## src/rtl/rtc_pkg.sv

```systemverilog
package rtc_pkg;
  // Register byte offsets
  localparam logic [11:0] OFS_COPYFLAG = 12'h004;
  localparam logic [11:0] OFS_SEC      = 12'h008;
  localparam logic [11:0] OFS_SECLATCH = 12'h00C;
  localparam logic [11:0] OFS_MSEC     = 12'h010;
  localparam logic [11:0] OFS_MATCH0   = 12'h014;
  localparam logic [11:0] OFS_MATCH1   = 12'h018;
  localparam logic [11:0] OFS_MSMATCH  = 12'h01C;
  localparam logic [11:0] OFS_IRQEN    = 12'h028;
  localparam logic [11:0] OFS_IRQFLG   = 12'h02C;

  // Interrupt source positions, shared by enable and flag registers
  localparam int SRC_MATCH0 = 0;
  localparam int SRC_MATCH1 = 1;
  localparam int SRC_MSMATCH = 2;
  localparam int SRC_SECDOWN = 3;
  localparam int SRC_MSDOWN  = 4;
  localparam int N_SRC       = 5;
endpackage

```

## src/rtl/rtc_timebase.sv

```systemverilog
module rtc_timebase #(
  parameter int TICKS_PER_SEC = 32768,
  parameter int MS_PER_SEC    = 1000,
  parameter int COPY_PERIOD   = 8
) (
  input  logic clk,
  input  logic rst,
  input  logic slow_tick,
  input  logic restart,
  output logic ms_tick,
  output logic copy_stb,
  output logic busy
);
  localparam int ACC_W = $clog2(TICKS_PER_SEC + MS_PER_SEC) + 1;
  localparam int PH_W  = (COPY_PERIOD > 1) ? $clog2(COPY_PERIOD) : 1;
  localparam logic [ACC_W-1:0] STEP  = ACC_W'(MS_PER_SEC);
  localparam logic [ACC_W-1:0] LIMIT = ACC_W'(TICKS_PER_SEC);
  localparam logic [PH_W-1:0]  PH_LAST = PH_W'(COPY_PERIOD - 1);

  logic [ACC_W-1:0] acc_q, acc_sum;
  logic [PH_W-1:0]  ph_q, ph_nxt;
  logic             busy_q;

  assign acc_sum = acc_q + STEP;
  assign ms_tick = slow_tick && !restart && (acc_sum >= LIMIT);

  always_ff @(posedge clk) begin
    if (rst || restart) begin
      acc_q <= '0;
    end else if (slow_tick) begin
      acc_q <= (acc_sum >= LIMIT) ? acc_sum - LIMIT : acc_sum;
    end
  end

  assign ph_nxt = (ph_q == PH_LAST) ? '0 : ph_q + 1'b1;

  always_ff @(posedge clk) begin
    if (rst) begin
      ph_q   <= '0;
      busy_q <= 1'b0;
    end else if (slow_tick) begin
      ph_q   <= ph_nxt;
      busy_q <= (ph_nxt == PH_LAST);
    end
  end

  assign busy     = busy_q;
  assign copy_stb = slow_tick && busy_q;

  assert_acc_bound_R2: assert property (@(posedge clk) disable iff (rst)
    acc_q < LIMIT);
  assert_busy_moves_on_tick_R3: assert property (@(posedge clk) disable iff (rst)
    (busy_q != $past(busy_q)) |-> $past(slow_tick));
endmodule

```

## src/rtl/rtc_counters.sv

```systemverilog
module rtc_counters #(
  parameter int SEC_W      = 32,
  parameter int MS_PER_SEC = 1000,
  localparam int MS_W      = $clog2(MS_PER_SEC)
) (
  input  logic             clk,
  input  logic             rst,
  input  logic             ms_tick,
  input  logic             load,
  input  logic [SEC_W-1:0] load_val,
  output logic [SEC_W-1:0] sec_nxt,
  output logic [MS_W-1:0]  ms_nxt,
  output logic             sec_step,
  output logic             ms_step
);
  localparam logic [MS_W-1:0] MS_MAX = MS_W'(MS_PER_SEC - 1);

  logic [SEC_W-1:0] sec_q;
  logic [MS_W-1:0]  ms_q;
  logic             wrap;

  assign wrap     = (ms_q == MS_MAX);
  assign ms_step  = ms_tick && !load;
  assign sec_step = ms_step && wrap;

  always_comb begin
    sec_nxt = sec_q;
    ms_nxt  = ms_q;
    if (load) begin
      sec_nxt = load_val;
      ms_nxt  = '0;
    end else if (ms_tick) begin
      ms_nxt = wrap ? '0 : ms_q + 1'b1;
      if (wrap) sec_nxt = sec_q + 1'b1;
    end
  end

  always_ff @(posedge clk) begin
    if (rst) begin
      sec_q <= '0;
      ms_q  <= '0;
    end else begin
      sec_q <= sec_nxt;
      ms_q  <= ms_nxt;
    end
  end

  assert_ms_range_R2: assert property (@(posedge clk) disable iff (rst)
    ms_q <= MS_MAX);
  assert_sec_carry_R2: assert property (@(posedge clk) disable iff (rst)
    (!$past(load) && (sec_q != $past(sec_q))) |-> ($past(ms_q) == MS_MAX && ms_q == '0));
endmodule

```

## src/rtl/rtc_irq.sv

```systemverilog
module rtc_irq #(
  parameter int N = 5
) (
  input  logic         clk,
  input  logic         rst,
  input  logic [N-1:0] set_vec,
  input  logic [N-1:0] clr_vec,
  input  logic         en_we,
  input  logic [N-1:0] en_wdata,
  output logic [N-1:0] flags,
  output logic [N-1:0] en,
  output logic         irq
);
  logic [N-1:0] flags_q, en_q;
  logic         irq_q;

  always_ff @(posedge clk) begin
    if (rst) begin
      flags_q <= '0;
      en_q    <= '0;
      irq_q   <= 1'b0;
    end else begin
      flags_q <= (flags_q & ~clr_vec) | set_vec;
      if (en_we) en_q <= en_wdata;
      irq_q   <= |(flags_q & en_q);
    end
  end

  assign flags = flags_q;
  assign en    = en_q;
  assign irq   = irq_q;

  assert_clear_only_w1c_R9: assert property (@(posedge clk) disable iff (rst)
    (($past(flags_q) & ~flags_q & ~$past(clr_vec)) == '0));
  assert_set_sticks_R9: assert property (@(posedge clk) disable iff (rst)
    ((set_vec & ~flags_q) != '0) |=> ((flags_q & $past(set_vec)) == $past(set_vec)));
endmodule

```

## src/rtl/slowclk_rtc.sv

```systemverilog
module slowclk_rtc
  import rtc_pkg::*;
#(
  parameter int TICKS_PER_SEC = 32768,
  parameter int MS_PER_SEC    = 1000,
  parameter int COPY_PERIOD   = 8,
  parameter int ADDR_W        = 8,
  parameter int DATA_W        = 32
) (
  input  logic              clk,
  input  logic              rst,
  input  logic              slow_tick,
  input  logic              wr_en,
  input  logic              rd_en,
  input  logic [ADDR_W-1:0] addr,
  input  logic [DATA_W-1:0] wdata,
  output logic [DATA_W-1:0] rdata,
  output logic              irq
);
  localparam int SEC_W = DATA_W;
  localparam int MS_W  = $clog2(MS_PER_SEC);

  logic             busy, ms_tick, copy_stb, wr_ok, sec_load;
  logic [SEC_W-1:0] sec_nxt;
  logic [MS_W-1:0]  ms_nxt;
  logic             sec_step, ms_step;

  logic [SEC_W-1:0] sec_bus_q, latch_q, match0_q, match1_q;
  logic [MS_W-1:0]  ms_bus_q, msmatch_q;
  logic [N_SRC-1:0] set_vec, clr_vec, flags, en;
  logic [DATA_W-1:0] rd_d, rdata_q;

  function automatic logic hit(input logic [ADDR_W-1:0] a, input logic [11:0] ofs);
    return a == ADDR_W'(ofs);
  endfunction

  assign wr_ok    = wr_en && !busy;
  assign sec_load = wr_ok && hit(addr, OFS_SEC);

  rtc_timebase #(
    .TICKS_PER_SEC(TICKS_PER_SEC),
    .MS_PER_SEC(MS_PER_SEC),
    .COPY_PERIOD(COPY_PERIOD)
  ) u_tb (
    .clk(clk), .rst(rst), .slow_tick(slow_tick), .restart(sec_load),
    .ms_tick(ms_tick), .copy_stb(copy_stb), .busy(busy)
  );

  rtc_counters #(
    .SEC_W(SEC_W),
    .MS_PER_SEC(MS_PER_SEC)
  ) u_cnt (
    .clk(clk), .rst(rst), .ms_tick(ms_tick), .load(sec_load),
    .load_val(wdata[SEC_W-1:0]), .sec_nxt(sec_nxt), .ms_nxt(ms_nxt),
    .sec_step(sec_step), .ms_step(ms_step)
  );

  // Bus-side copies, match registers and latched seconds
  always_ff @(posedge clk) begin
    if (rst) begin
      sec_bus_q <= '0;
      ms_bus_q  <= '0;
      latch_q   <= '0;
      match0_q  <= '0;
      match1_q  <= '0;
      msmatch_q <= '0;
    end else begin
      if (copy_stb || sec_load) begin
        sec_bus_q <= sec_nxt;
        ms_bus_q  <= ms_nxt;
      end
      if (rd_en && hit(addr, OFS_MSEC)) latch_q <= sec_bus_q;
      if (wr_ok && hit(addr, OFS_MATCH0))  match0_q  <= wdata[SEC_W-1:0];
      if (wr_ok && hit(addr, OFS_MATCH1))  match1_q  <= wdata[SEC_W-1:0];
      if (wr_ok && hit(addr, OFS_MSMATCH)) msmatch_q <= wdata[MS_W-1:0];
    end
  end

  always_comb begin
    set_vec = '0;
    set_vec[SRC_MATCH0]  = sec_step && (match0_q != '0) && (sec_nxt == match0_q);
    set_vec[SRC_MATCH1]  = sec_step && (match1_q != '0) && (sec_nxt == match1_q);
    set_vec[SRC_MSMATCH] = ms_step && (msmatch_q != '0) && (ms_nxt == msmatch_q);
    set_vec[SRC_SECDOWN] = 1'b0;
    set_vec[SRC_MSDOWN]  = 1'b0;
    clr_vec = (wr_ok && hit(addr, OFS_IRQFLG)) ? wdata[N_SRC-1:0] : '0;
  end

  rtc_irq #(.N(N_SRC)) u_irq (
    .clk(clk), .rst(rst), .set_vec(set_vec), .clr_vec(clr_vec),
    .en_we(wr_ok && hit(addr, OFS_IRQEN)), .en_wdata(wdata[N_SRC-1:0]),
    .flags(flags), .en(en), .irq(irq)
  );

  // Registered read port
  always_comb begin
    rd_d = '0;
    if (hit(addr, OFS_COPYFLAG))      rd_d[0] = busy;
    else if (hit(addr, OFS_SEC))      rd_d[SEC_W-1:0] = sec_bus_q;
    else if (hit(addr, OFS_SECLATCH)) rd_d[SEC_W-1:0] = latch_q;
    else if (hit(addr, OFS_MSEC))     rd_d[MS_W-1:0] = ms_bus_q;
    else if (hit(addr, OFS_MATCH0))   rd_d[SEC_W-1:0] = match0_q;
    else if (hit(addr, OFS_MATCH1))   rd_d[SEC_W-1:0] = match1_q;
    else if (hit(addr, OFS_MSMATCH))  rd_d[MS_W-1:0] = msmatch_q;
    else if (hit(addr, OFS_IRQEN))    rd_d[N_SRC-1:0] = en;
    else if (hit(addr, OFS_IRQFLG))   rd_d[N_SRC-1:0] = flags;
  end

  always_ff @(posedge clk) begin
    if (rst)        rdata_q <= '0;
    else if (rd_en) rdata_q <= rd_d;
  end
  assign rdata = rdata_q;

  assert_busy_write_dropped_R5: assert property (@(posedge clk) disable iff (rst)
    (wr_en && busy && hit(addr, OFS_SEC)) |=> (sec_bus_q == $past(sec_bus_q)) || $past(copy_stb));
  assert_latch_only_on_ms_read_R6: assert property (@(posedge clk) disable iff (rst)
    (latch_q != $past(latch_q)) |-> $past(rd_en && hit(addr, OFS_MSEC)));
  assert_bus_copy_timing_R3: assert property (@(posedge clk) disable iff (rst)
    (ms_bus_q != $past(ms_bus_q)) |-> $past(copy_stb || sec_load));
endmodule

```

## config.mk

```make
export PLATFORM = sky130hd
export DESIGN_NAME = slowclk_rtc
export DESIGN_NICKNAME = d
export VERILOG_FILES = /design/src/rtl/rtc_pkg.sv /design/src/rtl/rtc_timebase.sv /design/src/rtl/rtc_counters.sv /design/src/rtl/rtc_irq.sv /design/src/rtl/slowclk_rtc.sv
export SDC_FILE = /design/constraint.sdc
export NUM_CORES = 1
export LEC_CHECK = 0
export CAP_MARGIN = 10
export CORE_MARGIN = 5
export CORE_UTILIZATION = 33
export CTS_BUF_LIST = sky130_fd_sc_hd__clkbuf_16
export DETAILED_ROUTE_END_ITERATION = 8
export HOLD_SLACK_MARGIN = 0.02
export PLACE_DENSITY = 0.6
export SLEW_MARGIN = 20
export SYNTH_ARGS = -nofsm -noshare
export SYNTH_HDL_FRONTEND = slang
export SYNTH_SLANG_ARGS = --single-unit
```

## constraint.sdc

```tcl
create_clock -name clk -period 8.55 [get_ports clk]
set_clock_uncertainty 0.15 [all_clocks]
set_input_delay 0.855 -clock clk [delete_from_list [all_inputs] [get_ports clk]]
set_output_delay 0.855 -clock clk [all_outputs]
set_load 0.01 [all_outputs]
```

* Word-level counts from Yosys, hierarchy flattened
Cells that the tools add are included.
** Storage, ports and cells
- Register bits after elaboration :: 254
- Word-level logic and storage cells :: 89
** Cells by class
- Add/subtract/negate cells :: 5
- Order comparisons :: 1
- Eq/ne operators :: 15
- Mux-type cells :: 22
- Bitwise logic cells :: 4
- Reduce and logical (&&, ||, !) cells :: 27
** Operators with widths (number)
- $mux 32 :: 6
- $eq 32x32->1 :: 2
- $reduce_bool 32->1 :: 2
- $mux 10 :: 5
- $mux 22 :: 2
- $add 32x1->32 const B :: 1
- $eq 8x5->1 const B :: 4
- $mux 31 :: 1
- $mux 5 :: 5
- $logic_and 1x1->1 :: 19
- $add 17x10->17 const B :: 1
- $ge 17x16->1 const B :: 1
- $mux 17 :: 1
- $sub 17x16->17 const B :: 1
- $eq 8x4->1 const B :: 2
- $eq 8x6->1 const B :: 2
- $add 10x1->10 const B :: 1
- $and 5x5->5 :: 2
- $eq 10x10->1 :: 1
- $eq 10x10->1 const B :: 1
- $reduce_bool 10->1 :: 1
- $eq 8x3->1 const B :: 1
- $eq 3x3->1 const B :: 2
- $not 5->5 :: 1
- 7 further kinds :: 9

* Depth between registers and ports, before layout
Gate-level depths: netlist of run 1.
- Depth in word-level cells :: 11
- Mapped depth :: 19

* Cells and area by module
From an unflattened synthesis of run 1, not the netlist that was laid out.
** Second synthesis, totals
- Cells, all modules :: 1596
- Area, all modules :: 12500.7 um^2
** Modules (own cells, without submodules)
- slowclk_rtc :: instances 1, cells an instance 1099, area each 8469.4 um^2
- rtc_counters :: instances 1, cells an instance 323, area each 2476.1 um^2
- rtc_timebase :: instances 1, cells an instance 133, area each 1156.1 um^2
- rtc_irq :: instances 1, cells an instance 41, area each 399.1 um^2

* Least setup slack after synthesis of run 1
No wires, ideal clock.
- Path kind :: reg2reg
- Start :: register u_tb.acc_q[5]
- End :: register u_irq.flags_q[1] (netlist: u_irq.flags[1])
- Setup time :: 69 ps
- Arrival time :: 3860 ps
- Required time :: 8331 ps
- Slack :: 4471 ps
- Stages on the path, launching flop included :: 19
- Path buffers :: 5
- Cells stage by stage :: dfxtp_1 > buf_4 > nor3_4 > nand3_1 > nand3_1 > xor2_1 > ha_1 > clkbuf_1 > clkbuf_1 > clkbuf_1 > clkbuf_1 > nor3_1 > mux2i_1 > nand3_1 > nor3_1 > nand4_1 > nor4_1 > nand4_1 > o21ai_1
** Between the ends
- Longest elaborated chain between the ends :: 8
- Elaborated cells on any way between the ends :: 11
** RTL lines
- start: declaration :: line rtc_timebase.sv:20 : logic [ACC_W-1:0] acc_q, acc_sum;
- start signal: assignment :: line rtc_timebase.sv:31 : acc_q <= (acc_sum >= LIMIT) ? acc_sum - LIMIT : acc_sum;
- $add 17x10->17 * :: line rtc_timebase.sv:24 : assign acc_sum = acc_q + STEP;
- $ge 17x16->1 * :: line rtc_timebase.sv:25 : assign ms_tick = slow_tick && !restart && (acc_sum >= LIMIT);
- $logic_and 1x1->1 * :: line rtc_timebase.sv:25
- $mux 32 or $logic_and 1x1->1 (tied branches) :: line rtc_counters.sv:32, rtc_counters.sv:23
- $mux 32 or $logic_and 1x1->1 (tied branches) :: line rtc_counters.sv:29, rtc_counters.sv:24
- $eq 32x32->1 or $logic_and 1x1->1 (tied branches) :: line slowclk_rtc.sv:82 : set_vec[SRC_MATCH1] = sec_step && (match1_q != '0) && (sec_nxt == match1_q);
- $logic_and 1x1->1 * :: line slowclk_rtc.sv:82
- $or 5x3->5 * :: line rtc_irq.sv:23 : flags_q <= (flags_q & ~clr_vec) | set_vec;
- end signal: assignment :: line rtc_irq.sv:23
- end: declaration :: line rtc_irq.sv:14 : logic [N-1:0] flags_q, en_q;
Every way passes the cells marked *; elsewhere a longest branch is shown, timed or not.
A chain may end at the register's enable or synchronous reset.

* Worst setup path in the final report of run 1
Same ends and word-level chain as after synthesis.

==> impl_metrics.tcl, run 1 <==
set metrics [dict create \
    slew_headroom_pct 24.3 \
    antenna_found_initial 1 \
    ant_nets 0 \
    synth.net_count 2013 \
    yosys_register_bits 251 \
    post_cts_resized 0 \
    p_int_w 0.00207 \
    yosys.area.top_type "dfxtp_1" \
    dp_hpwl_mm 47.8 \
    p_clk_share_pct 47.3 \
    overflow 0 \
    clock.fmax_mhz 187 \
    tritoncts "done" \
    die_h_um 220 \
    ys.flop_type "dfxtp_1" \
    ctsHoldBuffers 0 \
    root_buffer "clkbuf_16" \
    die_width_um 220 \
    dr.max_layer_used "met5" \
    grt_max_degree 97 \
    seq_power_share_pct 42.8 \
    worstSetupStartpointType "flop" \
    hold_violations 0 \
    synth_area_leaders "dfxtp_1 (34%), nand2_1 (8.7%), a21oi_1 (8.1%)" \
    p_per_area_nw_per_um2 167 \
    layout-drive-gt1-share_pct 6.04 \
    synthesis.area_sq_um 14600 \
    holdWs_ps 308 \
    nets 1999 \
    cpPeakStageDelay_ps 580 \
    switchingPower_w 0.000744 \
    routed-via-count 15753 \
    drtIter0Drc 2230 \
    p_leak_nw 5.40 \
    synth_area_per_cell_sq_um 7.45 \
    ys_async_sr_fraction_pct 0 \
    worst_slew_pin_slew_ps 1140 \
    ctsHtreeMaxLevel 1 \
    wl_mm 66.7 \
    drc 0 \
    dr_wl_met2_mm 28.9 \
    grt_pass1_wl_mm 97.3 \
    rsz0062_at_grt "false" \
    fillers 4555 \
    slowest_stage "a21oi_2" \
    worst_ep_arrival_time_ps 5730 \
    slew_violations 0 \
    m1WireLength_mm 27.9 \
    fin_crit_sh_pct 62.7 \
    clkLatencyLatePin_ps 590 \
    synth_edf_count 0 \
    yosys_warnings 0 \
    num_io_pins 78 \
    hold_class "flop to flop" \
    met3_length_mm 6.04 \
    post_cts_buffers 0 \
    fp-row-count 77 \
    maxCapViolations 0 \
    portBuffers 77 \
    core_sq_um 44000 \
    cts_sinks 251 \
    synth_top_cell_area_share_pct 34.4 \
    clk_pin_slew_ps 70 \
    path_cells "nor3_4 > nand3_1 > nand3_1 > xor2_1 > ha_2 > buf_4 > clkinv_1 > buf_4 > a21oi_2 > nor4_1 > nor3b_1 > nor2_1 > a2111o_1 > or4_1 > o21ai_1" \
    clockBufferDepth 3 \
    ir_worst_vdd_mv 0.152 \
    syn_inst 1960 \
    areaGrowthSynthToFinish_pct 15.0 \
    worstPathRequired_ps 8920 \
    wl_per_cell_um 26.0 \
    numCtsBuffers 29 \
    synthDistinctLibCells 90 \
    cp_num_buf_inv 3 \
    cp_max_fo 43 \
    first_global_vias 14675 \
    grtUsageTotal_pct 26.4 \
    setup_tns_ps 0 \
    pwr-share-comb_pct 9.9 \
    die-area_sq_um 48600 \
    initial_core_util_pct 33.2 \
    yosysSeqAreaShare_pct 34.4 \
    swShare_pct 26.5 \
    crit_family "simple AND/OR/NAND/NOR gates" \
    place_congestion 1.03 \
    end_kind "flop" \
    criticalPathCategory "flop to flop" \
    period_needed_ps 5360 \
    antenna_cells 0 \
    viasPerCell 6.15 \
    firstDrtPassIters 5 \
    setup_viol 0 \
    status "finished, final reports clean" \
]
tightest hold or removal path: cells and delay by family (launching register included):
kind	cells	cell delay [ps]
AND/OR/NAND/NOR	1	50
flip-flops	1	310
AO/OA/AOI/OAI	1	50
power groups by stage:
stage	combinational, W	sequential [W]	clock [W]
floorplan	0.000165	0.00122	0
global placement	0.000270	0.00123	0
detailed placement	0.000272	0.00123	0
CTS	0.000273	0.00120	0.00134
global route	0.000293	0.00120	0.00139
finish	0.000280	0.00120	0.00133
layout make-up:
| type | instances | area (sq um) | share of cell area, % |
|---|---|---|---|
| multi-input combinational | 1522 | 8870 | 52.9 |
| sequential | 251 | 5020 | 29.9 |
| clock inverter | 25 | 270 | 1.61 |
| tap | 592 | 741 | 4.41 |
| inverter | 32 | 120 | 0.715 |
| clock buffer | 29 | 726 | 4.32 |
| timing repair buffer | 110 | 1030 | 6.15 |
through the flow:
step	area [sq um]	cells	power, W	worst slack [ps]	util, %
2_1_floorplan	14600	1960	0.00139	4470	-
3_3_place_gp	15800	2507	0.00150	3030	35.9
3_5_place_dp	15800	2507	0.00150	2890	35.9
4_1_cts	16800	2561	0.00282	3320	38.1
5_1_grt	16800	2561	0.00289	2980	38.1
6_report	16800	2561	0.00281	3190	38.1
cells by family (layout without fill, tap and decap cells):
kind of cell | count (synthesis) | after routing | synth area share [%]
AND/OR/NAND/NOR | 886 | 886 | 28.7
AO/OA/AOI/OAI | 522 | 522 | 24.1
flip-flops | 251 | 251 | 34.4
buffers and inverters | 187 | 196 | 5.18
XOR/XNOR | 65 | 65 | 4.10
multiplexers | 41 | 41 | 2.87
adder cells (fa/ha/maj) | 8 | 8 | 0.685
cells in the mapped netlist, types with 21 or more instances:
| cell | count |
|---|---|
| a21oi_1 | 236 |
| a222oi_1 | 28 |
| and3_1 | 21 |
| buf_2 | 22 |
| clkbuf_1 | 121 |
| dfxtp_1 | 251 |
| inv_1 | 31 |
| mux2i_1 | 34 |
| nand2_1 | 338 |
| nand3_1 | 62 |
| nand4_1 | 36 |
| nor2_1 | 203 |
| nor3_1 | 75 |
| nor4_1 | 40 |
| o21ai_0 | 29 |
| xnor2_1 | 40 |
| xor2_1 | 23 |
worst paths after layout:
check,from,to,slack (ps),depth (start not counted)
worst max-delay path,u_tb.acc_q[5],u_irq.flags[1],3190,15
worst min-delay path,latch_q[17],latch_q[17],310,2
worst max register to register,u_tb.acc_q[5],u_irq.flags[1],3190,15
worst min register to register,latch_q[17],latch_q[17],310,2
per-layer routing:
layer / vias up / track usage, %
li1: 7127 / -
met1: 7551 / 36.2
met2: 883 / 40.5
met3: 190 / 4.84
met4: 2 / 11.9
met5: - / 0
state kept, by name, summed over array words and instances, names as in the netlist:
name and cells:
match0_q 32, sec_bus_q 32, latch_q 32, u_tb.busy 1, u_irq.en 5, rdata 32
msmatch_q 10, u_irq.flags 5, u_tb.ph_q 3, u_irq.irq 1, ms_bus_q 10, match1_q 32
u_tb.acc_q 14, u_cnt.sec_q 32, u_cnt.ms_q 10
cell usage in the layout (no fill, tap or decap), types with 9 or more instances in the layout:
master             n
clkdlybuf4s50_1   76
a222oi_1          28
nand4_1           36
xor2_1            23
nand2b_1          20
o22ai_1           13
clkbuf_16         29
a221oi_1          12
o21ai_0           29
a211oi_1          19
inv_1             39
nor2b_1           13
nor3_1            73
buf_4             32
and3_1            21
a31oi_1           19
and2_1            11
a2111oi_0         10
mux2i_1           34
nand2_1          337
dfxtp_1          251
nor4_1            40
xnor2_1           40
a21oi_1          235
and4_1            10
a22oi_1            9
o2111ai_1          9
nor2_1           198
a311oi_1          14
nand3_1           62
o211ai_1          15
o31ai_1           11
or3_1             15
No activity file was read; power rests on OpenSTA's default activity.
==> run 2: changes to the inputs <==
--- a/config.mk
+++ b/config.mk
@@ -11,7 +11,7 @@
 export CTS_BUF_LIST = sky130_fd_sc_hd__clkbuf_16
 export DETAILED_ROUTE_END_ITERATION = 8
 export HOLD_SLACK_MARGIN = 0.02
-export PLACE_DENSITY = 0.6
+export PLACE_DENSITY = 0.62
 export SLEW_MARGIN = 20
 export SYNTH_ARGS = -nofsm -noshare
 export SYNTH_HDL_FRONTEND = slang
==> constraint.sdc (replaced) <==
create_clock -name clk -period 4.9 [get_ports clk]
set_clock_uncertainty 0.15 [all_clocks]
set_input_delay 0.49 -clock clk [delete_from_list [all_inputs] [get_ports clk]]
set_output_delay 0.49 -clock clk [all_outputs]
set_load 0.01 [all_outputs]
==> run 2 against run 1 <==
Maximum frequency up 16%; critical path depth down 1; worst setup slack worse by 2900 ps; clock power up 59%; count of clock-buffer cells in the layout unchanged; via count up 2.4%; global-route usage up 0.61 points; first-iteration DRC count down 1.3%; design area up 2.7%; sequential cell count unchanged; largest power group unchanged; highest routed layer is now met4.
==> impl_metrics.tcl, run 2 (synthesized netlist as in run 1, its figures left out) <==
set metrics [dict create \
    status "finished, final reports clean" \
    ctsHtreeMaxLevel 1 \
    fp-row-count 77 \
    fin_util_pct 39.2 \
    worstSetupStartpointType "flop" \
    crit_family "simple AND/OR/NAND/NOR gates" \
    cpPeakStageDelay_ps 500 \
    drc 0 \
    die-area_sq_um 48600 \
    worst_ep_arrival_time_ps 4970 \
    setup_tns_ps 0 \
    clockBufferDepth 3 \
    slew_headroom_pct 30.8 \
    portBuffers 77 \
    place_congestion 1.06 \
    mostFrequentLayoutCells "nand2_1 (338), dfxtp_1 (251), a21oi_1 (235)" \
    m1WireLength_mm 27.8 \
    drtIter0Drc 2202 \
    place_inst 2575 \
    initial_core_util_pct 33.2 \
    p_per_area_nw_per_um2 274 \
    clk_pin_slew_ps 70 \
    core_sq_um 44000 \
    num_io_pins 78 \
    placed_area_sq_um 16300 \
    first_global_vias 14977 \
    ir_worst_vdd_mv 0.263 \
    layout_commonest_cell "nand2_1" \
    cp_num_buf_inv 0 \
    areaGrowthSynthToFinish_pct 18.1 \
    clkLatencyLatePin_ps 570 \
    root_buffer "clkbuf_16" \
    ant_nets 0 \
    criticalPathCategory "flop to flop" \
    clock.fmax_mhz 216 \
    antenna_found_initial 1 \
    viasPerCell 6.14 \
    firstDrtPassIters 7 \
    worstPathRequired_ps 5240 \
    numCtsBuffers 28 \
    dr.max_layer_used "met4" \
    routed-via-count 16126 \
    slowest_stage "a2111oi_4" \
    fin_crit_sh_pct 94.5 \
    nets 2066 \
    grt_pass1_wl_mm 99.9 \
    hold_violations 0 \
    met3_length_mm 6.29 \
    die_h_um 220 \
    setup_viol 0 \
    final_area_sq_um 17200 \
    layout-drive-gt1-share_pct 9.14 \
    worst_slew_pin_slew_ps 1040 \
    grt_max_degree 96 \
    grtUsageTotal_pct 27.0 \
    finalPower_w 0.00472 \
    slew_violations 0 \
    wl_mm 68.2 \
    maxCapViolations 0 \
    p_leak_nw 5.70 \
    dr_wl_met2_mm 31.1 \
    hold_class "input port to flop" \
    period_needed_ps 4630 \
    fin_cells 2628 \
    tritoncts "done" \
    dp_hpwl_mm 51.4 \
    path_cells "nor3_4 > nand3_1 > nand3_1 > xor2_1 > ha_1 > nand4_1 > nor3_4 > o211ai_4 > a2111oi_4 > xnor2_1 > o32ai_1 > or3_1 > or4_1 > o31ai_1" \
    end_kind "flop" \
    cts_sinks 251 \
    wl_per_cell_um 25.9 \
    overflow 0 \
    cp_max_fo 9 \
    die_width_um 220 \
    rsz0062_at_grt "false" \
]
[run 2: cell types whose count changed in the layout (fill, tap and decap cells not counted), moves of 3 or more]
cell       delta
clkinv_2      +4
bufinv_16     -3
inv_1         -3
buf_4        +66
[run 2: final cells by class]
cell class              instances  area (sq um)
flip-flops and latches        251          5020
clock buffers                  29           726
multi-input cells            1522          8890
repair buffers                178          1560
clock inverters                23           184
diodes                          1          2.50
well taps                     592           741
inverters                      32           120
fillers                      4566         26800
[run 2: stage by stage]
stage / hold slack [ps] / setup WS (ps)
2_1_floorplan: 281 / 821
5_1_grt: 228 / 11.2
3_3_place_gp: 292 / 272
4_1_cts: 192 / 174
6_report: 203 / 268
3_5_place_dp: 298 / 156
[run 2: worst register-to-register path, delay by kind of cell, from the launching register on]
| family | cells | cell delay, ps |
|---|---|---|
| flip-flops | 1 | 400 |
| XOR/XNOR | 2 | 490 |
| AO/OA/AOI/OAI | 4 | 1260 |
| adder cells (fa/ha/maj) | 1 | 210 |
| AND/OR/NAND/NOR | 7 | 2070 |
[run 2: metal layers]
metal / track usage (%) / vias to the layer above
met4: 10.2 / 0
li1: - / 7255
met1: 36.2 / 7790
met3: 4.51 / 164
met2: 43.7 / 917
met5: 0 / -
[run 2: report_power, final]
group	total [W]	switching [W]	internal (W)
clock	0.00211	0.000889	0.00122
sequential	0.00210	0.0000346	0.00206
combinational	0.000508	0.000334	0.000174
[run 2: final timing paths]
kind	cells past startpoint	slack, ps	from	to
max	14	270	u_tb.acc_q[5]	u_irq.flags[0]
min reg2reg	2	310	latch_q[21]	latch_q[21]
min	2	200	rst	u_tb.ph_q[0]
max reg2reg	14	270	u_tb.acc_q[5]	u_irq.flags[0]
[run 2: timing repair]
item | in CTS | in global routing
hold buffers | 0 | 0
setup endpoints to repair | 0 | 2
gates resized for setup | 0 | 3
setup buffers | 0 | 0
